<file path="config.mk">
export PLATFORM = sky130hd
export DESIGN_NAME = tmr_pair
export DESIGN_NICKNAME = d
export VERILOG_FILES = /design/src/rtl/tmr_pkg.sv /design/src/rtl/tmr_sync.sv /design/src/rtl/tmr_prescale.sv /design/src/rtl/tmr_chan.sv /design/src/rtl/tmr_pair.sv
export SDC_FILE = /design/constraint.sdc
export NUM_CORES = 1
export LEC_CHECK = 0
export BUFFER_PORTS_ARGS = -buffer_cell sky130_fd_sc_hd__buf_4
export CAP_MARGIN = 20
export CORE_MARGIN = 8
export CORE_UTILIZATION = 25
export CTS_CLUSTER_DIAMETER = 200
export DETAILED_ROUTE_END_ITERATION = 12
export GPL_TIMING_DRIVEN = 1
export HOLD_SLACK_MARGIN = 0.15
export PLACE_DENSITY = 0.4
export RECOVER_POWER = 100
export SLEW_MARGIN = 20
export SYNTH_ARGS = -nofsm -noshare
export SYNTH_HDL_FRONTEND = slang
export SYNTH_SLANG_ARGS = --single-unit
</file>
<file path="constraint.sdc">
create_clock -name clk -period 4.6 [get_ports clk]
set_clock_uncertainty 0.05 [all_clocks]
set_input_delay 0.69 -clock clk [delete_from_list [all_inputs] [get_ports clk]]
set_output_delay 0.69 -clock clk [all_outputs]
set_load 0.03 [all_outputs]
</file>
<file path="src/rtl/tmr_pkg.sv">
package tmr_pkg;
   localparam int ADDR_W  = 3;
   localparam int CFG_W   = 4;
   localparam int PRE_BITS = 5;

   typedef logic [ADDR_W-1:0] tmr_addr_t;

   localparam tmr_addr_t A_CFG  = 3'd0;
   localparam tmr_addr_t A_CTRL = 3'd1;
   localparam tmr_addr_t A_LO0  = 3'd2;
   localparam tmr_addr_t A_HI0  = 3'd3;
   localparam tmr_addr_t A_LO1  = 3'd4;
   localparam tmr_addr_t A_HI1  = 3'd5;

   typedef enum logic [1:0] {
      TM_13     = 2'd0,
      TM_16     = 2'd1,
      TM_RELOAD = 2'd2,
      TM_SPLIT  = 2'd3
   } tmr_mode_e;

   typedef struct packed {
      logic      gate_en;
      logic      ext_sel;
      tmr_mode_e mode;
   } tmr_cfg_t;
endpackage

</file>
<file path="src/rtl/tmr_sync.sv">
module tmr_sync #(
   parameter int W      = 1,
   parameter int STAGES = 2
) (
   input  logic         clk,
   input  logic         rst,
   input  logic [W-1:0] d,
   output logic [W-1:0] q
);
   logic [STAGES-1:0][W-1:0] pipe;

   always_ff @(posedge clk) begin
      if (rst) pipe[0] <= '0;
      else     pipe[0] <= d;
   end

   for (genvar s = 1; s < STAGES; s++) begin : g_stage
      always_ff @(posedge clk) begin
         if (rst) pipe[s] <= '0;
         else     pipe[s] <= pipe[s-1];
      end
   end

   assign q = pipe[STAGES-1];
endmodule

</file>
<file path="src/rtl/tmr_prescale.sv">
module tmr_prescale #(
   parameter int DIV = 12
) (
   input  logic clk,
   input  logic rst,
   output logic tick
);
   localparam int PW = $clog2(DIV);

   logic [PW-1:0] cnt;

   assign tick = (cnt == PW'(DIV - 1));

   always_ff @(posedge clk) begin
      if (rst || tick) cnt <= '0;
      else             cnt <= cnt + 1'b1;
   end
endmodule

</file>
<file path="src/rtl/tmr_chan.sv">
module tmr_chan
   import tmr_pkg::*;
#(
   parameter int DW = 8
) (
   input  logic          clk,
   input  logic          rst,
   input  tmr_mode_e     mode,
   input  logic          inc,
   input  logic          hi_inc,
   input  logic          wr_lo,
   input  logic          wr_hi,
   input  logic [DW-1:0] wdata,
   output logic [DW-1:0] lo_q,
   output logic [DW-1:0] hi_q,
   output logic          wrap,
   output logic          hwrap
);
   localparam int PB = PRE_BITS;

   logic [DW-1:0] lo_n, hi_n;

   always_comb begin
      lo_n  = lo_q;
      hi_n  = hi_q;
      wrap  = 1'b0;
      hwrap = 1'b0;
      if (wr_lo || wr_hi) begin
         if (wr_lo) lo_n = wdata;
         if (wr_hi) hi_n = wdata;
      end else begin
         case (mode)
            TM_13: if (inc) begin
               if (&lo_q[PB-1:0]) begin
                  lo_n[PB-1:0] = '0;
                  hi_n         = hi_q + 1'b1;
                  wrap         = &hi_q;
               end else begin
                  lo_n[PB-1:0] = lo_q[PB-1:0] + 1'b1;
               end
            end
            TM_16: if (inc) begin
               lo_n = lo_q + 1'b1;
               if (&lo_q) begin
                  hi_n = hi_q + 1'b1;
                  wrap = &hi_q;
               end
            end
            TM_RELOAD: if (inc) begin
               if (&lo_q) begin
                  lo_n = hi_q;
                  wrap = 1'b1;
               end else begin
                  lo_n = lo_q + 1'b1;
               end
            end
            TM_SPLIT: begin
               if (inc) begin
                  lo_n = lo_q + 1'b1;
                  wrap = &lo_q;
               end
               if (hi_inc) begin
                  hi_n  = hi_q + 1'b1;
                  hwrap = &hi_q;
               end
            end
            default: ;
         endcase
      end
   end

   always_ff @(posedge clk) begin
      if (rst) begin
         lo_q <= '0;
         hi_q <= '0;
      end else begin
         lo_q <= lo_n;
         hi_q <= hi_n;
      end
   end
endmodule

</file>
<file path="src/rtl/tmr_pair.sv">
module tmr_pair
   import tmr_pkg::*;
#(
   parameter int DW          = 8,
   parameter int PRESCALE    = 12,
   parameter int SYNC_STAGES = 2
) (
   input  logic            clk,
   input  logic            rst,
   input  logic [1:0]      ext_in,
   input  logic [1:0]      gate_in,
   input  logic [ADDR_W-1:0] addr,
   input  logic            wr_en,
   input  logic [DW-1:0]   wr_data,
   output logic [DW-1:0]   rd_data,
   output logic [1:0]      ovf_flag,
   output logic            baud_tick
);
   localparam int NCH   = 2;
   localparam int CFG_T = NCH * CFG_W;

   if (DW != CFG_T) begin : g_bad_dw
      $error("tmr_pair: DW must equal the configuration width");
   end
   if (PRESCALE < 2) begin : g_bad_pre
      $error("tmr_pair: PRESCALE must be at least 2");
   end
   if (SYNC_STAGES < 1) begin : g_bad_sync
      $error("tmr_pair: SYNC_STAGES must be at least 1");
   end

   logic [CFG_T-1:0]      mode_q;
   logic [NCH-1:0]        run_q;
   logic [NCH-1:0]        flag_q, flag_n;
   logic                  baud_q;
   logic [NCH-1:0]        ext_s, gate_s, ext_prev, fall;
   logic                  tick;
   tmr_cfg_t              cfg [NCH];
   logic [NCH-1:0]        inc, hi_inc, wr_lo, wr_hi, wrap, hwrap;
   logic [NCH-1:0][DW-1:0] ch_lo, ch_hi;
   logic                  wr_ctrl;

   tmr_sync #(.W(2*NCH), .STAGES(SYNC_STAGES)) u_sync (
      .clk (clk),
      .rst (rst),
      .d   ({gate_in, ext_in}),
      .q   ({gate_s, ext_s})
   );

   tmr_prescale #(.DIV(PRESCALE)) u_pre (
      .clk  (clk),
      .rst  (rst),
      .tick (tick)
   );

   assign fall    = ext_prev & ~ext_s;
   assign wr_ctrl = wr_en && (addr == A_CTRL);
   assign wr_lo   = {wr_en && (addr == A_LO1), wr_en && (addr == A_LO0)};
   assign wr_hi   = {wr_en && (addr == A_HI1), wr_en && (addr == A_HI0)};

   always_comb begin
      for (int c = 0; c < NCH; c++) begin
         cfg[c] = tmr_cfg_t'(mode_q[c*CFG_W +: CFG_W]);
         inc[c] = run_q[c] && (!cfg[c].gate_en || gate_s[c]) &&
                  (cfg[c].ext_sel ? fall[c] : tick);
      end
      if (cfg[1].mode == TM_SPLIT) inc[1] = 1'b0;
      hi_inc[0] = tick && run_q[1] && (cfg[0].mode == TM_SPLIT);
      hi_inc[1] = 1'b0;
   end

   for (genvar c = 0; c < NCH; c++) begin : g_ch
      tmr_chan #(.DW(DW)) u_ch (
         .clk    (clk),
         .rst    (rst),
         .mode   (cfg[c].mode),
         .inc    (inc[c]),
         .hi_inc (hi_inc[c]),
         .wr_lo  (wr_lo[c]),
         .wr_hi  (wr_hi[c]),
         .wdata  (wr_data),
         .lo_q   (ch_lo[c]),
         .hi_q   (ch_hi[c]),
         .wrap   (wrap[c]),
         .hwrap  (hwrap[c])
      );
   end

   always_comb begin
      flag_n = wr_ctrl ? wr_data[5:4] : flag_q;
      flag_n[0] = flag_n[0] | wrap[0];
      flag_n[1] = flag_n[1] |
                  ((cfg[0].mode == TM_SPLIT) ? hwrap[0] : (wrap[1] | hwrap[1]));
   end

   always_ff @(posedge clk) begin
      if (rst) begin
         mode_q   <= '0;
         run_q    <= '0;
         flag_q   <= '0;
         baud_q   <= 1'b0;
         ext_prev <= '0;
      end else begin
         if (wr_en && (addr == A_CFG)) mode_q <= wr_data;
         if (wr_ctrl)                  run_q  <= wr_data[1:0];
         flag_q   <= flag_n;
         baud_q   <= wrap[1];
         ext_prev <= ext_s;
      end
   end

   always_comb begin
      case (addr)
         A_CFG:   rd_data = mode_q;
         A_CTRL:  rd_data = {2'b00, flag_q, 2'b00, run_q};
         A_LO0:   rd_data = ch_lo[0];
         A_HI0:   rd_data = ch_hi[0];
         A_LO1:   rd_data = ch_lo[1];
         A_HI1:   rd_data = ch_hi[1];
         default: rd_data = '0;
      endcase
   end

   assign ovf_flag  = flag_q;
   assign baud_tick = baud_q;
endmodule

</file>
==> qor.txt <==
DRT met1 WL: 6948 um
clk sink count: 59
Max Slew Vio Count: 17
Top Metal Used: met4
final setup fails: 0
Longest Clk Path Bufs: 2
number of max-cap violations: 1
period utilisation layout: 0.7289
WP depth: 7
failing checks: capacitance limit, slew limit
Seq/Total Area, Yosys: 0.3065
drt pass-1 iters: 5
gp weighted congestion: 0.8260
Worst-Margin Slew: 1.568 ns
fin crit period: 3.353 ns
CP top delay family: compound AO/OA/AOI/OAI gates
CTS tree: yes
endpoints failing hold: 0
CP max FO: 20
Ant. Diodes: 0
GRT Total Usage: 0.1370
Reg power frac: 0.401
cts bufs inserted: 9
Min-Delay Path Class: flip-flop to flip-flop
Final ANT Viol Nets: 0
Int Pwr: 1.004 mW
RSZ-0062 raised after global routing: no
pin count of the biggest net entering global routing: 56
die area: 19,640 um2
post_cts resized: 0
WP data required: 4.81 ns
Power Density: 306.2 nW/um2
setup bufs post-CTS: 0
DRC errors left: 0
number of synthesized flops with an enable pin: 0
Routed met2 length: 5744 um
initial antenna violation count: 0
die height: 140.2 um
Iter 0 DRT Violations: 230
Clock power frac: 0.500
met3 wire len: 447 um
Sw Pwr: 0.3522 mW
Synth Flop Type: dfxtp_1
worst path cell trace: clkbuf_1 > and2b_1 > nand2_1 > nand2_1 > o21ai_0 > o21ai_0 > a21oi_1
clk slew on worst S/H paths: 0.06 ns
Synth cell types: 68
clk_lat worst skew: 0.33 ns
first-pass GRT wire length: 21,160 um
Slowest cell on crit path: o21ai_0
total power draw: 1.356 mW
reg2reg path depth: 7
synthesized area: 3854 um2
status: finished with violations
hold path depth: 1
DR WL/cell: 19.17 um
#FFs+latches synth: 59
# port buffers: 28
Worst Setup Start Kind: primary input
Avg Inst Size Synth: 7.833 um2
number of global-route vias before repair: 3,568
CP arrival: 3.56 ns
Gate Count Post-Synth: 492
Core ar.: 15,150 um2
critical path type: primary input to flip-flop
Ys Warns: 0
CTS Root Cell: clkbuf_16
via count: 3,757
fraction of registers with async set/reset: 0
Ports: 29
Rel. slew slack: -0.05656
H-tree level count: 3
VDD IR max: 158.6 uV
Switching Fraction: 0.2597
Hold-fix buffers, CTS: 0
layout cells sized above 1: 0.09412
Area Growth Syn to Fin: 14.94%
final wirelength: 13,380 um
P_leak: 1.586 nW
total gr overflow: 0
Post-DP HPWL: 9708 um
Initial Util: 0.2544
die width: 140.2 um
nets: 535
crit path buf inv count: 1
vias per inst: 5.383
Max Fclk: 298.2 MHz
synthesized netlist net count: 522
Comb pwr share: 0.098
CP endpoint kind: flip-flop
row cnt: 45
setup TNS: 0 ns
Worst path max stage delay: 1.22 ns
## sequential cells by signal (all words and copies together), names as in the netlist
signal and cells:
g_ch.u_ch.lo_q 16, ext_prev 2, g_ch.u_ch.hi_q 16, u_sync.pipe 4, u_pre.cnt 4, run_q 2, ovf_flag 2, baud_tick 1
u_sync.q 4, mode_q 8
## layout by cell type (no fill, tap or decap), drive strengths merged, types with 4 or more instances in the layout
| cell | instances |
|---|---|
| o21ai | 20 |
| nor2 | 48 |
| buf | 16 |
| inv | 13 |
| a221oi | 10 |
| a211oi | 4 |
| and3 | 11 |
| nor2b | 15 |
| nand3b | 4 |
| nand3 | 18 |
| a31oi | 4 |
| a21oi | 46 |
| nor4 | 4 |
| a22o | 6 |
| nand2b | 6 |
| and2 | 6 |
| clkbuf | 24 |
| nand2 | 57 |
| o22ai | 4 |
| o221ai | 5 |
| nand4 | 7 |
| dfxtp | 59 |
| nor3 | 8 |
| a22oi | 7 |
| ha | 12 |
| or3 | 6 |
| xor2 | 6 |
| mux2i | 17 |
| a21o | 9 |
| o32ai | 6 |
| a311oi | 4 |
## synth_stat cells, types with 9 or more instances
library cell	number	area, um2
o21ai_0	18	90.09
a221oi_1	9	78.83
ha_1	12	150.1
nor2b_1	14	87.58
mux2i_1	17	170.2
nor2_1	48	180.2
nand3_1	18	90.09
clkbuf_1	16	60.06
dfxtp_1	59	1181
inv_1	13	48.80
a21oi_1	46	230.2
and3_1	9	56.30
nand2_1	57	214.0
## power by group through the flow
stage	sequential, mW	clock (mW)	combinational, mW
after floorplan	0.547	0	0.0919
after global placement	0.555	0	0.136
after detailed placement	0.555	0	0.137
after CTS	0.544	0.704	0.137
after global routing	0.546	0.722	0.146
final	0.544	0.679	0.133
## cell type report
class | count | area (um2)
fillers | 1618 | 10720
multi-input cells | 393 | 2500
flip-flops and latches | 59 | 1181
clock buffers | 11 | 242.7
well taps | 188 | 235.2
repair buffers | 29 | 168.9
clock inverters | 5 | 52.55
inverters | 13 | 48.80
## stage by stage
| step | area, um2 | util | cells | hold slack [ns] | worst slack, ns |
|---|---|---|---|---|---|
| 3_3_place_gp | 4195 | 0.2770 | 682 | 0.3725 | 1.573 |
| 2_1_floorplan | 3854 | - | 492 | 0.3638 | 1.620 |
| 5_1_grt | 4429 | 0.2924 | 698 | 0.4048 | 0.9861 |
| 3_5_place_dp | 4195 | 0.2770 | 682 | 0.3704 | 1.568 |
| 4_1_cts | 4491 | 0.2965 | 698 | 0.3912 | 1.920 |
| 6_report | 4429 | 0.2924 | 698 | 0.3845 | 1.247 |
## kinds of logic (layout without fill, tap and decap cells)
logic type	count (synthesis)	in the layout	synth area share
adder cells (fa/ha/maj)	12	12	0.03896
AO/OA/AOI/OAI	145	145	0.2601
multiplexers	20	20	0.05292
XOR/XNOR	8	8	0.01818
flip-flops	59	59	0.3065
buffers and inverters	40	58	0.04156
AND/OR/NAND/NOR	208	208	0.2818
## layer usage
metal	up-vias	GRT usage
met3	15	0.02446
met2	78	0.1954
met4	0	0.05200
li1	1850	-
met1	1814	0.1986
met5	-	0
## final timing paths
check	startpoint	end	slack [ns]
setup / recovery	addr[2]	g_ch[1].u_ch.hi_q[3]	1.25
hold / removal	u_sync.pipe[0]	u_sync.q[0]	0.38
setup reg to reg	u_pre.cnt[0]	g_ch[1].u_ch.hi_q[3]	1.51
hold reg to reg	u_sync.pipe[0]	u_sync.q[0]	0.38
No activity file was read; power rests on OpenSTA's default activity.
